==> config.mk <==
export PLATFORM = sky130hd
export DESIGN_NAME = sckdiv_top
export DESIGN_NICKNAME = d
export VERILOG_FILES = /design/src/rtl/sckdiv_pkg.sv /design/src/rtl/sckdiv_decode.sv /design/src/rtl/sckdiv_cfg.sv /design/src/rtl/sckdiv_engine.sv /design/src/rtl/sckdiv_top.sv
export SDC_FILE = /design/constraint.sdc
export NUM_CORES = 1
export LEC_CHECK = 0
export BUFFER_PORTS_ARGS = -buffer_cell sky130_fd_sc_hd__buf_2
export CAP_MARGIN = 0
export CORE_UTILIZATION = 25
export CTS_CLUSTER_DIAMETER = 40
export DETAILED_ROUTE_END_ITERATION = 7
export GPL_ROUTABILITY_DRIVEN = 1
export SLEW_MARGIN = 20
export SYNTH_ARGS = -nofsm -noshare
export SYNTH_HDL_FRONTEND = slang
export SYNTH_SLANG_ARGS = --single-unit
==> constraint.sdc <==
create_clock -name clk -period 3.2 [get_ports clk]
set_input_delay 0.48 -clock clk [delete_from_list [all_inputs] [get_ports clk]]
set_output_delay 0.48 -clock clk [all_outputs]
set_load 0.02 [all_outputs]
==> src/rtl/sckdiv_pkg.sv <==
package sckdiv_pkg;

  // Width of the stored divide exponent (log2 of the divisor).
  localparam int EXP_W = 4;

  typedef struct packed {
    logic             bypass; // parent clock passed through
    logic [EXP_W-1:0] expo;   // divisor = 2**expo when not bypassed
    logic             idle;   // resting level of the serial clock
  } sck_cfg_t;

endpackage

==> src/rtl/sckdiv_decode.sv <==
module sckdiv_decode
  import sckdiv_pkg::*;
#(
  parameter int              CODE_W    = 16,
  parameter int              MAX_EXP   = 10,
  parameter int              PRE_EXP   = 5,
  parameter int              LOW_MAX   = 4,
  parameter logic [CODE_W/2-1:0] PRE_FIELD = 8'h1f,
  parameter logic [CODE_W-1:0]   BYP_CODE  = 16'h0007
) (
  input  logic [CODE_W-1:0] code,
  output logic              bypass,
  output logic [EXP_W-1:0]  expo
);

  localparam int HALF_W = CODE_W / 2;

  logic [HALF_W-1:0] hi_f;
  logic [HALF_W-1:0] lo_f;
  logic              lo_ok;
  logic              hi_plain;
  logic              hi_pre;

  assign hi_f     = code[CODE_W-1:HALF_W];
  assign lo_f     = code[HALF_W-1:0];
  assign lo_ok    = (lo_f <= HALF_W'(LOW_MAX));
  assign hi_plain = (hi_f == '0);
  assign hi_pre   = (hi_f == PRE_FIELD);

  always_comb begin
    bypass = 1'b0;
    expo   = EXP_W'(MAX_EXP);
    if (code == BYP_CODE) begin
      bypass = 1'b1;
      expo   = '0;
    end else if (lo_ok && (hi_plain || hi_pre)) begin
      expo = EXP_W'(lo_f) + EXP_W'(1) + (hi_pre ? EXP_W'(PRE_EXP) : '0);
    end
  end

endmodule

==> src/rtl/sckdiv_cfg.sv <==
module sckdiv_cfg
  import sckdiv_pkg::*;
(
  input  logic             clk,
  input  logic             rst_n,
  input  logic             load,
  input  logic             bypass_in,
  input  logic [EXP_W-1:0] expo_in,
  input  logic             idle_in,
  output sck_cfg_t         cfg
);

  sck_cfg_t cfg_d;
  sck_cfg_t cfg_q;

  always_comb begin
    cfg_d = cfg_q;
    if (load) begin
      cfg_d.bypass = bypass_in;
      cfg_d.expo   = expo_in;
      cfg_d.idle   = idle_in;
    end
  end

  always_ff @(posedge clk or negedge rst_n) begin
    if (!rst_n) begin
      cfg_q.bypass <= 1'b0;
      cfg_q.expo   <= '1;
      cfg_q.idle   <= 1'b0;
    end else begin
      cfg_q <= cfg_d;
    end
  end

  assign cfg = cfg_q;

endmodule

==> src/rtl/sckdiv_engine.sv <==
module sckdiv_engine
  import sckdiv_pkg::*;
#(
  parameter int MAX_EXP = 10
) (
  input  logic     clk,
  input  logic     rst_n,
  input  logic     run,
  input  logic     idle_in,
  input  sck_cfg_t cfg,
  output logic     sck_o,
  output logic     tgl_o
);

  localparam int CNT_W = MAX_EXP - 1;

  logic [CNT_W-1:0] cnt_q, cnt_d;
  logic             sck_q, sck_d;
  logic             tgl_q, tgl_d;
  logic             run_q, run_d;
  logic             gate_q, gate_d;
  logic [CNT_W:0]   half_w;
  logic [CNT_W-1:0] lim;

  // Half-period length from the stored exponent.
  assign half_w = (CNT_W+1)'(1) << (cfg.expo - EXP_W'(1));
  assign lim    = CNT_W'(half_w - (CNT_W+1)'(1));

  always_comb begin
    cnt_d = cnt_q;
    sck_d = sck_q;
    tgl_d = 1'b0;
    run_d = run;
    if (!run) begin
      cnt_d = '0;
      sck_d = idle_in;
    end else if (cfg.bypass) begin
      cnt_d = '0;
      tgl_d = 1'b1;
    end else if (cnt_q == lim) begin
      cnt_d = '0;
      sck_d = ~sck_q;
      tgl_d = 1'b1;
    end else begin
      cnt_d = cnt_q + CNT_W'(1);
    end
  end

  always_ff @(posedge clk or negedge rst_n) begin
    if (!rst_n) begin
      cnt_q <= '0;
      sck_q <= 1'b0;
      tgl_q <= 1'b0;
      run_q <= 1'b0;
    end else begin
      cnt_q <= cnt_d;
      sck_q <= sck_d;
      tgl_q <= tgl_d;
      run_q <= run_d;
    end
  end

  // Pass-through gate changes only while the parent clock is low.
  assign gate_d = run_q & cfg.bypass;

  always_ff @(negedge clk or negedge rst_n) begin
    if (!rst_n) begin
      gate_q <= 1'b0;
    end else begin
      gate_q <= gate_d;
    end
  end

  assign sck_o = cfg.bypass ? (cfg.idle ^ (clk & gate_q)) : sck_q;
  assign tgl_o = tgl_q;

endmodule

==> src/rtl/sckdiv_top.sv <==
module sckdiv_top
  import sckdiv_pkg::*;
#(
  parameter int                  CODE_W    = 16,
  parameter int                  MAX_EXP   = 10,
  parameter int                  PRE_EXP   = 5,
  parameter int                  LOW_MAX   = 4,
  parameter logic [CODE_W/2-1:0] PRE_FIELD = 8'h1f,
  parameter logic [CODE_W-1:0]   BYP_CODE  = 16'h0007
) (
  input  logic              clk,
  input  logic              rst_n,
  input  logic              sck_en,
  input  logic              idle_lvl,
  input  logic [CODE_W-1:0] tx_code,
  input  logic [CODE_W-1:0] rx_code,
  output logic              tx_sck,
  output logic              tx_tgl,
  output logic              rx_sck,
  output logic              rx_tgl
);

  localparam int NCH = 2;

  logic [CODE_W-1:0] code_arr [NCH];
  logic [NCH-1:0]    sck_vec;
  logic [NCH-1:0]    tgl_vec;
  logic [NCH-1:0]    ch_byp;

  assign code_arr[0] = tx_code;
  assign code_arr[1] = rx_code;

  for (genvar g = 0; g < NCH; g++) begin : g_ch
    logic             dec_byp;
    logic [EXP_W-1:0] dec_exp;
    sck_cfg_t         cfg;

    sckdiv_decode #(
      .CODE_W(CODE_W), .MAX_EXP(MAX_EXP), .PRE_EXP(PRE_EXP),
      .LOW_MAX(LOW_MAX), .PRE_FIELD(PRE_FIELD), .BYP_CODE(BYP_CODE)
    ) u_dec (
      .code   (code_arr[g]),
      .bypass (dec_byp),
      .expo   (dec_exp)
    );

    sckdiv_cfg u_cfg (
      .clk       (clk),
      .rst_n     (rst_n),
      .load      (!sck_en),
      .bypass_in (dec_byp),
      .expo_in   (dec_exp),
      .idle_in   (idle_lvl),
      .cfg       (cfg)
    );

    sckdiv_engine #(.MAX_EXP(MAX_EXP)) u_eng (
      .clk     (clk),
      .rst_n   (rst_n),
      .run     (sck_en),
      .idle_in (idle_lvl),
      .cfg     (cfg),
      .sck_o   (sck_vec[g]),
      .tgl_o   (tgl_vec[g])
    );

    assign ch_byp[g] = cfg.bypass;
  end

  assign tx_sck = sck_vec[0];
  assign tx_tgl = tgl_vec[0];
  assign rx_sck = sck_vec[1];
  assign rx_tgl = tgl_vec[1];

endmodule

# Yosys cells after proc, flatten, opt, wreduce, memory -nomap -nowiden
# Cells that the tools add are included.
# word_totals
ff_bits	36
inputBits	36
out_inout_bits	4
word_cells	82
# classes
add_sub_neg	10
eq_ne	10
magnitude_cmp	2
reduce_logical	8
n_mux	28
shift	2
n_bitwise	8
# op_table
operator	n
2-to-1 mux 9 bit	6
equality test 16 x 3 -> 1 bit (second input constant)	2
adder 9 x 1 -> 9 bit (second input constant)	2
equality test 9 bit	2
left shift 1 x 4 -> 9 bit (first input constant)	2
subtractor 9 x 1 -> 9 bit (second input constant)	2
equality test 8 x 5 -> 1 bit (second input constant)	2
less-or-equal comparator 8 x 3 -> 1 bit (second input constant)	2
zero test 8 bit	2
2-to-1 mux 1 bit	16
2-to-1 mux 4 bit	4
adder 4 x 1 -> 4 bit (second input constant)	2
adder 4 bit	2
subtractor 4 x 1 -> 4 bit (second input constant)	2
2-to-1 mux 3 bit	2
AND 1 bit	4
inequality test 2 x 1 -> 1 bit (second input constant)	2
inequality test 2 bit (second input constant)	2
AND reduction 2 bit	2
logical AND 1 bit	2
logical OR 1 bit	2
NOT 1 bit	2
XOR 1 bit	2

# Depth between registers and ports, before layout
# depth
word_depth	7
depth_mapped	11
depth_no_buf	9

# Modules after synthesis
# Synthesis repeated with hierarchy kept, for this count alone.
# hier_totals
hier_cells	313
area_unflattened_um2	2904.0
# by_module_without_submodules
mod	seq_area_each_um2	cells_per_inst	area_each_um2	instances
sckdiv_engine	325.3	116	1014.7	2
sckdiv_cfg	155.1	13	256.5	2
sckdiv_decode	0.0	27	178.9	2
sckdiv_top	0.0	1	3.8	1

==> results.toml <==
[power_and_ir_drop]
power_mw = 1.22
powerDensity_mw_per_mm2 = 398
p_leak_nw = 1.30
ir_worst_vdd_uv = 242

[synthesis]
synth_compound_gate_area_share = 0.150
syn_area_per_cell_um2 = 8.58
ys_seq_area_frac = 0.360
synth-async-reset-ratio = 1.00
yosys-mux-area-fraction = 0.0124
synth_edf_count = 0
synth_simple_gate_area_frac = 0.279
syn_inst = 295
synthAdderAreaFrac = 0.0494
synthTopCellsByArea = "dfrtp_1, dfstp_2, xnor2_1"
synth-seq-cells = 36
synth-xor-area-share = 0.106
syn_nets = 341
yosysWarnings = 0
synth_ff_type = "dfrtp_1"
netlist_area_mm2 = 0.00253
yosysTopAreaCell = "dfrtp_1"
synth_top_family_by_area = "simple AND/OR/NAND/NOR gates"
synth.distinct_cells = 53
yosysTopAreaCellShare = 0.257

[place]
dp_cells = 457
gp_congestion = 0.772
io_buffer_count = 39
place_area_mm2 = 0.00286
dp_hpwl_um = 4030

[die]
dieWidth_um = 103
dieArea_mm2 = 0.0105
io_pins = 40
start_util = 0.259
row_count = 36
die_height_um = 103
core-area_mm2 = 0.00977

[grt]
antenna_found_initial = 0
grt_util_all_layers = 0.114
grt_use_met1 = 0.146
grt_overflow = 0
grt_pass1_wl_um = 9220
grt_pass1_vias = 2047
grt_max_degree = 26
grt_busiest_layer = "met2"
grt_util_met2 = 0.177
grt_use_met3 = 0.0332

[setup_path]
r2r_setup_slack_ns = 0.29
cp_data_required_time_ns = 2.72
critPathSlowestCell = "dfrtn_1"
critPathBufInv = 1
reg2reg_from = "g_ch[0].u_cfg.cfg[1]$_DFFE_PN1N_"
reg2reg_depth = 9
r2r-end = "g_ch[0].u_eng.sck_q$_DFFE_PN0P_"
critPathCaptureType = "primary output"
critPathKind = "flip-flop to primary output"
crit_chain = "nand2_1 > xor2_1 > a21oi_2 > buf_6"
cp.arrival_ns = 2.90
crit_fanout = 1
crit_family = "flip-flops"
cpPeakStageDelay_ns = 0.39
cp-start-kind = "flip-flop"

[finish]
multi_input_area_mm2 = 0.00152
layout.cells.most_common = "buf_2"
layout-drive-gt1-share = 0.204
final_cell_count_no_fill = 471
layout_common_cells = "buf_2, nor2_1, nand2_1"
fin_area_mm2 = 0.00306
seqCellArea_um2 = 911
area_growth_pct = 21.1
diodes = 0
nFillCells = 1035
final_nets = 382
utilization = 0.313

[detailed_routing]
finalWirelength_um = 5540
dr.pass1.iters = 4
drcViolationCount = 0
wl_per_cell_um = 11.8
drt_iter0_markers = 134
viasPerCell = 4.75
num_vias = 2235
antenna_left = 0

[timing]
skew_ns = 0.0205
fin_tns_setup_ns = -0.358
tightest_slew_ns = 0.538
maxSlewHeadroom = 0.638
rsz0062_at_grt = "yes"
finalWorstSetupSlack_ns = -0.183
setup-violations-final = 4
hold_viol = 0
drv_slew = 0

[min_path]
min_path_type = "input pin to flip-flop"
hold_path_end = "g_ch[1].u_cfg.cfg[0]$_DFFE_PN0N_"
hold_path.startpoint = "idle_lvl"
min_path_cells = 2

[clock_tree]
clk_latency_ns = 0.41
cts_tree = "done"
path_clk_slew_ns = 0.07

[run_status]
run_status = "complete, but fails checks"
failed_checks = "negative setup slack"

[flow_run]
cap_viol_max_count = 0
[registers in the layout, summed over array words and instances, names as in the netlist]
name,cells
g_ch.u_cfg.cfg,11
g_ch.u_eng.cnt_q,18
g_ch.u_eng.gate_q,2
g_ch.u_eng.run_q,1
g_ch.u_eng.sck_q,2
g_ch.u_eng.tgl_o,2
[worst max path at each step]
stage                                                 from                              end  slack, ns  cells past startpoint
after floorplan             g_ch[1].u_eng.gate_q$_DFF_NN0_                           rx_sck       0.20                      3
after global placement    g_ch[0].u_cfg.cfg[1]$_DFFE_PN1N_  g_ch[0].u_eng.sck_q$_DFFE_PN0P_       0.28                      9
after detailed placement  g_ch[0].u_cfg.cfg[1]$_DFFE_PN1N_  g_ch[0].u_eng.sck_q$_DFFE_PN0P_       0.22                      9
after CTS                   g_ch[0].u_eng.gate_q$_DFF_NN0_                           tx_sck      -0.22                      4
after global routing        g_ch[0].u_eng.gate_q$_DFF_NN0_                           tx_sck      -0.26                      4
final                       g_ch[1].u_eng.gate_q$_DFF_NN0_                           rx_sck      -0.18                      4
[through the flow]
stage               hold WS [ns]  worst slack [ns]
global route               0.350            -0.260
global placement           0.379             0.278
CTS                        0.347            -0.220
floorplan                  0.184             0.197
detailed placement         0.374             0.218
finish                     0.356            -0.183
[logic make-up (layout without fill, tap and decap cells)]
kind of cell    count (synthesis)  count (layout)
xor+xnor                       29              29
simple gates                  136             136
mux                             3               3
compound gates                 53              53
buf+inv                        28              71
flops                          36              36
fa+ha+maj                      10              10
[per-layer routing]
metal | up-vias | wire length (µm)
met5 | - | 0
met4 | 0 | 94
met3 | 9 | 256
met2 | 66 | 2490
met1 | 1029 | 2700
li1 | 1131 | -
[synthesized netlist by cell type (5+ instances only)]
master    instances
inv_1            15
ha_1             10
or4_1             5
dfrtp_1          26
nor3_1            7
xnor2_1          16
dfstp_2           8
nor2b_1           6
xor2_1           12
nand3_1          17
nor2_1           32
nand4_1           9
clkbuf_1         11
and3_1            7
o21ai_0          17
nand2_1          27
a21oi_1           8
[timing repair]
item	4_1_cts	5_1_grt
endpoints found under the hold margin	5	0
endpoints found under the setup margin	4	5
setup buffers	0	0
pin swaps	3	0
gates resized for setup	4	2
hold buffers	1	0
[power breakdown]
group          switching [mW]  leakage (nW)  internal, mW
Sequential             0.0292         0.455         0.474
Clock                   0.217         0.106         0.355
Combinational          0.0785         0.737        0.0673
[cell type report]
cell class	count	share of cell area
clock inverters	3	0.0139
multi-input cells	231	0.497
clock buffers	12	0.0478
repair buffers	41	0.0710
flip-flops and latches	36	0.297
well taps	133	0.0543
inverters	15	0.0184
[worst register-to-register path, delay by kind of cell, from the launching register on]
| family | cells | cell delay, ns |
|---|---|---|
| AOI/OAI and AO/OA | 3 | 0.66 |
| xor gates and xnor gates | 2 | 0.36 |
| adders and majority gates | 1 | 0.29 |
| buffers and inverters | 1 | 0.08 |
| DFF | 1 | 0.64 |
| and+or+nand+nor | 2 | 0.79 |
(Power assumes the default switching activity.)
